--- src/rtl/evtcnt_pkg.sv ---
package evtcnt_pkg;
  localparam int CTL_W    = 8;
  localparam int EN_BIT   = 0;
  localparam int EXT_BIT  = 3;
  localparam int N_SRC    = 4;
  localparam int SRC_SELW = $clog2(N_SRC);
  localparam logic [CTL_W-1:0] CTL_WMASK = 8'hBF;

  typedef enum logic {
    MODE_SINGLE = 1'b0,
    MODE_CONT   = 1'b1
  } mode_e;

  // layout matches the register bit positions, MSB first
  typedef struct packed {
    logic                mode;
    logic                rsv;
    logic [SRC_SELW-1:0] cs;
    logic                ext;
    logic [SRC_SELW-1:0] src;
    logic                en;
  } ctl_t;
endpackage

--- src/rtl/evtcnt_sel.sv ---
module evtcnt_sel #(
  parameter int N     = 4,
  parameter int SEL_W = (N > 1) ? $clog2(N) : 1
) (
  input  logic [N-1:0]     strb,
  input  logic [SEL_W-1:0] sel,
  input  logic             gate,
  output logic             hit
);
  assign hit = gate & strb[sel];
endmodule

--- src/rtl/evtcnt_ctrl.sv ---
module evtcnt_ctrl
  import evtcnt_pkg::*;
(
  input  logic             clk,
  input  logic             rst,
  input  logic             wr_ctl,
  input  logic [CTL_W-1:0] wdata,
  input  logic             arm_hit,
  input  logic             uf_evt,
  output ctl_t             ctl_q
);
  logic en_nxt;
  ctl_t ctl_d;

  // enable arbitration: software, then hardware clear, then arm
  always_comb begin
    en_nxt = ctl_q.en;
    if (wr_ctl) begin
      if (!wdata[EN_BIT])
        en_nxt = 1'b0;
      else if (!wdata[EXT_BIT])
        en_nxt = 1'b1;
    end
    if (uf_evt && (mode_e'(ctl_q.mode) == MODE_SINGLE))
      en_nxt = 1'b0;
    if (arm_hit)
      en_nxt = 1'b1;
  end

  always_comb begin
    ctl_d = ctl_q;
    if (wr_ctl)
      ctl_d = ctl_t'(wdata & CTL_WMASK);
    ctl_d.en = en_nxt;
  end

  always_ff @(posedge clk) begin
    if (rst) ctl_q <= '0;
    else     ctl_q <= ctl_d;
  end


  sw_set_blocked_chk: assert property (@(posedge clk) disable iff (rst)
    (wr_ctl && wdata[EXT_BIT] && !ctl_q.en && !arm_hit) |=> !ctl_q.en);

  arm_sets_en_chk: assert property (@(posedge clk) disable iff (rst)
    arm_hit |=> ctl_q.en);

  single_uf_clear_chk: assert property (@(posedge clk) disable iff (rst)
    (uf_evt && !ctl_q.mode && !arm_hit) |=> !ctl_q.en);
endmodule

--- src/rtl/evtcnt_core.sv ---
module evtcnt_core #(
  parameter int CNT_W = 16
) (
  input  logic             clk,
  input  logic             rst,
  input  logic             wr_cnt,
  input  logic [CNT_W-1:0] wdata,
  input  logic             cnt_ev,
  output logic [CNT_W-1:0] cnt_q,
  output logic             uf_evt,
  output logic             uf_pulse
);
  logic [CNT_W-1:0] reload_q;

  assign uf_evt = cnt_ev && !wr_cnt && (cnt_q == '0);

  always_ff @(posedge clk) begin
    if (rst) begin
      cnt_q    <= '0;
      reload_q <= '0;
      uf_pulse <= 1'b0;
    end else begin
      uf_pulse <= uf_evt;
      if (wr_cnt) begin
        cnt_q    <= wdata;
        reload_q <= wdata;
      end else if (cnt_ev) begin
        cnt_q <= (cnt_q == '0) ? reload_q : cnt_q - 1'b1;
      end
    end
  end


  cnt_hold_chk: assert property (@(posedge clk) disable iff (rst)
    (!cnt_ev && !wr_cnt) |=> $stable(cnt_q));

  uf_reload_chk: assert property (@(posedge clk) disable iff (rst)
    (cnt_ev && !wr_cnt && cnt_q == '0) |=> (uf_pulse && cnt_q == $past(reload_q)));
endmodule

--- src/rtl/evt_down_counter.sv ---
module evt_down_counter
  import evtcnt_pkg::*;
#(
  parameter int CNT_W = 16
) (
  input  logic             clk,
  input  logic             rst,
  input  logic             wr_en,
  input  logic             wr_sel,
  input  logic [CNT_W-1:0] wr_data,
  input  logic             rd_sel,
  output logic [CNT_W-1:0] rd_data,
  input  logic             arm_ev0,
  input  logic             arm_ev1,
  input  logic             arm_nbr_uf,
  input  logic             arm_cap,
  input  logic             cnt_ev_in,
  input  logic             cnt_ev_cap,
  input  logic             cnt_ev_xfer,
  input  logic             cnt_ev_xfer_uf,
  output logic             uf_pulse
);
  ctl_t             ctl_q;
  logic [CNT_W-1:0] cnt_q;
  logic             arm_hit, cnt_hit, uf_evt;
  logic             wr_ctl, wr_cnt;

  assign wr_ctl = wr_en && !wr_sel;
  assign wr_cnt = wr_en &&  wr_sel;

  evtcnt_sel #(.N(N_SRC)) u_arm_sel (
    .strb ({arm_cap, arm_nbr_uf, arm_ev1, arm_ev0}),
    .sel  (ctl_q.src),
    .gate (ctl_q.ext),
    .hit  (arm_hit)
  );

  evtcnt_sel #(.N(N_SRC)) u_cnt_sel (
    .strb ({cnt_ev_xfer_uf, cnt_ev_xfer, cnt_ev_cap, cnt_ev_in}),
    .sel  (ctl_q.cs),
    .gate (ctl_q.en),
    .hit  (cnt_hit)
  );

  evtcnt_ctrl u_ctrl (
    .clk     (clk),
    .rst     (rst),
    .wr_ctl  (wr_ctl),
    .wdata   (wr_data[CTL_W-1:0]),
    .arm_hit (arm_hit),
    .uf_evt  (uf_evt),
    .ctl_q   (ctl_q)
  );

  evtcnt_core #(.CNT_W(CNT_W)) u_core (
    .clk      (clk),
    .rst      (rst),
    .wr_cnt   (wr_cnt),
    .wdata    (wr_data),
    .cnt_ev   (cnt_hit),
    .cnt_q    (cnt_q),
    .uf_evt   (uf_evt),
    .uf_pulse (uf_pulse)
  );

  always_ff @(posedge clk) begin
    if (rst) rd_data <= '0;
    else     rd_data <= rd_sel ? cnt_q : CNT_W'(ctl_q);
  end


  rsv_zero_chk: assert property (@(posedge clk) disable iff (rst)
    (!rd_sel) |=> !rd_data[6]);
endmodule

--- config.mk ---
export PLATFORM = sky130hd
export DESIGN_NAME = evt_down_counter
export DESIGN_NICKNAME = d
export VERILOG_FILES = /design/src/rtl/evtcnt_pkg.sv /design/src/rtl/evtcnt_sel.sv /design/src/rtl/evtcnt_ctrl.sv /design/src/rtl/evtcnt_core.sv /design/src/rtl/evt_down_counter.sv
export SDC_FILE = /design/constraint.sdc
export NUM_CORES = 1
export LEC_CHECK = 0
export BUFFER_PORTS_ARGS = -buffer_cell sky130_fd_sc_hd__buf_2
export CAP_MARGIN = 40
export CORE_UTILIZATION = 50
export CTS_BUF_LIST = sky130_fd_sc_hd__clkbuf_4 sky130_fd_sc_hd__clkbuf_8
export CTS_CLUSTER_DIAMETER = 200
export DETAILED_ROUTE_END_ITERATION = 8
export PLACE_DENSITY_LB_ADDON = 0.15
export SYNTH_ARGS = -nofsm -noshare
export SYNTH_HDL_FRONTEND = slang
export SYNTH_SLANG_ARGS = --single-unit
--- constraint.sdc ---
create_clock -name clk -period 2.3 [get_ports clk]
set_input_delay 0 -clock clk [delete_from_list [all_inputs] [get_ports clk]]
set_output_delay 0 -clock clk [all_outputs]
set_load 0.05 [all_outputs]
# Yosys cells after proc, flatten, opt, wreduce, memory -nomap -nowiden
# Index checks and enable logic that the tools add are counted.
# Widths: inputs -> output; s select.
[totals]
regBits = 56
elab_cells = 44
[op_classes]
n_addsub = 1
magnitude_cmp = 2
eq_ne = 1
muxes = 13
bitwise = 4
reduce_logical = 12
[ops]
columns = ["operator", "count"]
rows = [
  ["$mux 16", 3],
  ["$logic_not 16->1", 1],
  ["$sub 16x1->16 const B", 1],
  ["$mux 8", 1],
  ["$mux 1", 7],
  ["$lt 2x3->1 const B", 2],
  ["$logic_and 1x1->1", 5],
  ["$bmux 1 s2", 2],
  ["$ne 4x2->1 const B", 1],
  ["$reduce_bool 3->1", 1],
  ["$and 1x1->1", 2],
  ["$logic_not 1->1", 2],
  ["$not 1->1", 2],
  ["$reduce_and 2->1", 1],
  ["$reduce_bool 2->1", 1],
  ["$reduce_or 2->1", 1],
]

# Logic depth before layout (Yosys ltp)
[logic_depth]
word_depth = 8
depth_mapped = 8

# Modules after synthesis
# A second synthesis with hierarchy kept.
[unflattened]
hier_cells = 288
hier_area_um2 = 2661.3
[by_module_without_submodules]
columns = ["module", "n_inst", "cells_per_inst", "area_per_inst_um2", "seq_area_each_um2"]
rows = [
  ["evtcnt_core", 1, 211, 1789.2, 660.6],
  ["evt_down_counter", 1, 45, 523.0, 320.3],
  ["evtcnt_ctrl", 1, 28, 291.5, 140.1],
  ["evtcnt_sel", 2, 2, 28.8, 0.0],
]

# Worst setup path after synthesis
# Ideal clock, no wire load.
[synth_path]
kind = "register to register"
from = "register u_core.cnt_q[0]"
to = "register u_core.cnt_q[6]"
arrival_time_ps = 1721
required_time_ps = 2209
path_slack_ps = 488
stages_incl_launch_ff = 9
n_path_buf = 1
synth_period_minus_slack_ps = 1812
cell_sequence = "dfxtp_1 -> inv_1 -> ha_1 -> or3b_1 -> clkbuf_1 -> or2_1 -> nand3_1 -> o211ai_1 -> a311oi_1"
[synth_via]
elab_chain_len = 4
elab_cells_between_ends = 5
[synth_lines]
columns = ["element", "line", "source"]
rows = [
  ["start, declared", "evtcnt_core.sv:9", "output logic [CNT_W-1:0] cnt_q,"],
  ["start signal, assigned", "evtcnt_core.sv:25", "cnt_q <= wdata;"],
  ["start signal, assigned", "evtcnt_core.sv:28", "cnt_q <= (cnt_q == '0) ? reload_q : cnt_q - 1'b1;"],
  ["$sub 16x1->16 or $logic_not 16->1 (tied branches)", "evtcnt_core.sv:28", ""],
  ["$mux 16 *", "evtcnt_core.sv:28", ""],
  ["$mux 16 *", "evtcnt_core.sv:27", "end else if (cnt_ev) begin"],
  ["$mux 16 *", "evtcnt_core.sv:24", "if (wr_cnt) begin"],
]
# Mark *: on every way between the ends. The rest lies on a longest branch, timed or not. The select of a mux whose other input is x is not followed.
# A chain may end at the register's enable or synchronous reset.

# Worst setup path after layout
[layout_path]
from = "register u_core.cnt_q[8]"
to = "register u_core.cnt_q[1]"
[layout_via]
elab_chain_len = 4
[layout_lines]
columns = ["element", "line"]
rows = [
  ["$logic_not 16->1", "evtcnt_core.sv:28"],
  ["$mux 16", "evtcnt_core.sv:28"],
  ["$mux 16", "evtcnt_core.sv:27"],
  ["$mux 16", "evtcnt_core.sv:24"],
]
# Every way passes these cells. The select of a mux whose other input is x is not followed.

==> reports/metrics.yaml <==
fin_cells: 426
htree_levels: 2
cap_violations: 0
critPathRequiredTime_ps: 2480
crit_path_max_incr_delay_ps: 610
synth.net_count: 333
cts_buffers: 5
path_delay_family: "simple AND/OR/NAND/NOR gates"
dr.pass1.iters: 5
overflow: 0
reg2reg_slack_ps: 330
drc_errors: 0
via_per_inst: 5.41
critPathKind: "reg -> reg"
fin_crit_sh: 0.857
crit_path_start_kind: "flip-flop"
path_cells: "or4_4 -> nor2_1 -> nand3_1 -> o211ai_1 -> a31oi_1"
netlist_area_um2: 2560
antenna_found_initial: 0
via_count: 2306
grt_max_degree: 31
antenna_left: 0
cts_tree: "yes"
grt_usage: 0.245
grt_pass1_vias: 2072
grt_pass1_wl_mm: 10.0
multiInputGateArea_um2: 1340
finalNetCount: 389
outcome: "finished clean"
max_freq_ghz: 0.507
hold_buffers: 16
rows: 25
cts_resized: 0
power.density_nw_per_um2: 731
fin_util: 0.651
clock_latency_ps: 310
setup-tns-final_ps: 0
core_um2: 4820
yosysMostFrequentCell: "nand2_1"
die_w_um: 73.6
dp.cells: 402
syn_avg_cell_area_um2: 8.49
synth_edf_count: 0
cp_data_arrival_time_ps: 2150
path_clk_slew_ps: 100
yosysSeqAreaShare: 0.437
die_area_um2: 5420
hpwl_mm: 4.16
synth_warnings: 0
wl_per_cell_um: 14.2
cts_sinks: 56
holdWs_ps: 98.5
path_max_fanout: 8
antenna_cells: 0
synth.distinct_cells: 46
syn_to_final_growth_pct: 22.4
worst-slew-pin-transition_ps: 573
finalSetupViolations: 0
synth_top_cell_area_share: 0.437
async_flop_share: 0
cts.root.buffer_cell: "clkbuf_8"
place_area_um2: 2850
routed_wl_mm: 6.03
ys_seq_elements: 56
clock_path_buffers: 2
gp_congestion: 0.886
critPathBufInv: 0
fill_cells: 466
fp.dieH_um: 73.6
crit_path_end_kind: "flip-flop"
rsz0062_at_grt: "no"
drive_gt1_frac: 0.209
design_area_um2: 3140
holdCritPathClass: "in -> reg"
drt_iter0_markers: 148
post-cts-setup-buffer-count: 0
hold_viol: 0
max_slew_margin: 0.618
start_util: 0.532
regArea_um2: 1120
finClkSkew_ps: 9.08
period_minus_slack_ps: 1970
synthCells: 302
synth_top_cells_by_area: "dfxtp_1, nand2_1, a21oi_1, mux2i_1, nor2_1"
critPathSlowestCell: "or4_4"
ios: 46
ys.flop_type: "dfxtp_1"
ir_drop_mv: 0.391
io_buffers: 45
p_leak_nw: 1.31
synth_largest_area_cell: "dfxtp_1"
finalMaxSlewViolations: 0
synth_common_cells: "nand2_1, dfxtp_1, a21oi_1"
-- stage by stage --
stage | setup WS [ps] | total power [mW]
2_1_floorplan | 488 | 1.46
3_3_place_gp | 409 | 1.58
3_5_place_dp | 355 | 1.59
4_1_cts | 328 | 2.29
5_1_grt | 158 | 2.40
6_report | 328 | 2.30
-- report_power, final --
part	leakage, nW	total, mW	switching, mW	internal [mW]
Combinational	0.791	0.518	0.297	0.221
Clock	0.0645	0.702	0.317	0.385
Sequential	0.457	1.08	0.0566	1.02
-- placed cells by master (no fill, tap or decap), drive strengths merged, types with 2 or more instances in the layout --
cell type,Yosys,layout
nand2,62,62
dfxtp,56,56
buf,6,53
a21oi,26,26
nor2,24,24
dlygate4sd3,0,16
and2,11,11
mux2i,10,10
nand3,8,8
a31oi,8,8
xor2,7,7
o211ai,7,7
clkbuf,14,7
a21boi,6,6
nor4,6,6
inv,5,5
nor3,5,5
nand4,4,4
o32ai,4,4
nand2b,3,3
o22ai,3,3
or3,2,2
o31ai,2,2
a311oi,2,2
xnor2,2,2
nor2b,2,2
a31o,2,2
ha,2,2
or4,2,2
-- final timing paths --
check | startpoint | end | cells after the start
hold / removal | wr_sel | u_ctrl.ctl_q[2] | 4
setup / recovery | u_core.cnt_q[8] | u_core.cnt_q[1] | 5
hold reg to reg | u_core.reload_q[11] | u_core.reload_q[11] | 2
setup reg to reg | u_core.cnt_q[8] | u_core.cnt_q[1] | 5
-- metal layers --
| layer | share of wire | GRT usage | up-vias |
|---|---|---|---|
| met2 | 0.46 | 0.373 | 72 |
| met5 | 0 | 0 | - |
| met1 | 0.47 | 0.354 | 1060 |
| li1 | - | - | 1168 |
| met3 | 0.056 | 0.0370 | 6 |
| met4 | 0.011 | 0.0791 | 0 |
-- final cells by class --
| cell class | count | share of cell area |
|---|---|---|
| sequential | 56 | 0.357 |
| timing repair buffer | 69 | 0.142 |
| clock inverter | 1 | 0.00957 |
| clock buffer | 7 | 0.0307 |
| inverter | 5 | 0.00598 |
| tap | 67 | 0.0267 |
| multi-input combinational | 221 | 0.428 |
-- tightest hold or removal path: cells and delay by family --
family | cells | cell delay (ps)
compound gates | 1 | 50
buf+inv | 1 | 100
simple gates | 2 | 220
-- flip-flops by register name, summed over array words and instances (netlist names) --
register,count
u_core.reload_q,16
rd_data,16
u_core.cnt_q,16
u_ctrl.ctl_q,7
u_core.uf_pulse,1
-- cells by family (layout without fill, tap and decap cells) --
logic type | Yosys count | after routing | share of synthesized area
AOI/OAI and AO/OA | 66 | 66 | 0.177
and+or+nand+nor | 132 | 132 | 0.254
DFF | 56 | 56 | 0.437
muxes | 12 | 12 | 0.0522
buffers and inverters | 25 | 82 | 0.0390
xor gates and xnor gates | 9 | 9 | 0.0307
adders and majority gates | 2 | 2 | 0.00976
(Power assumes the default switching activity.)
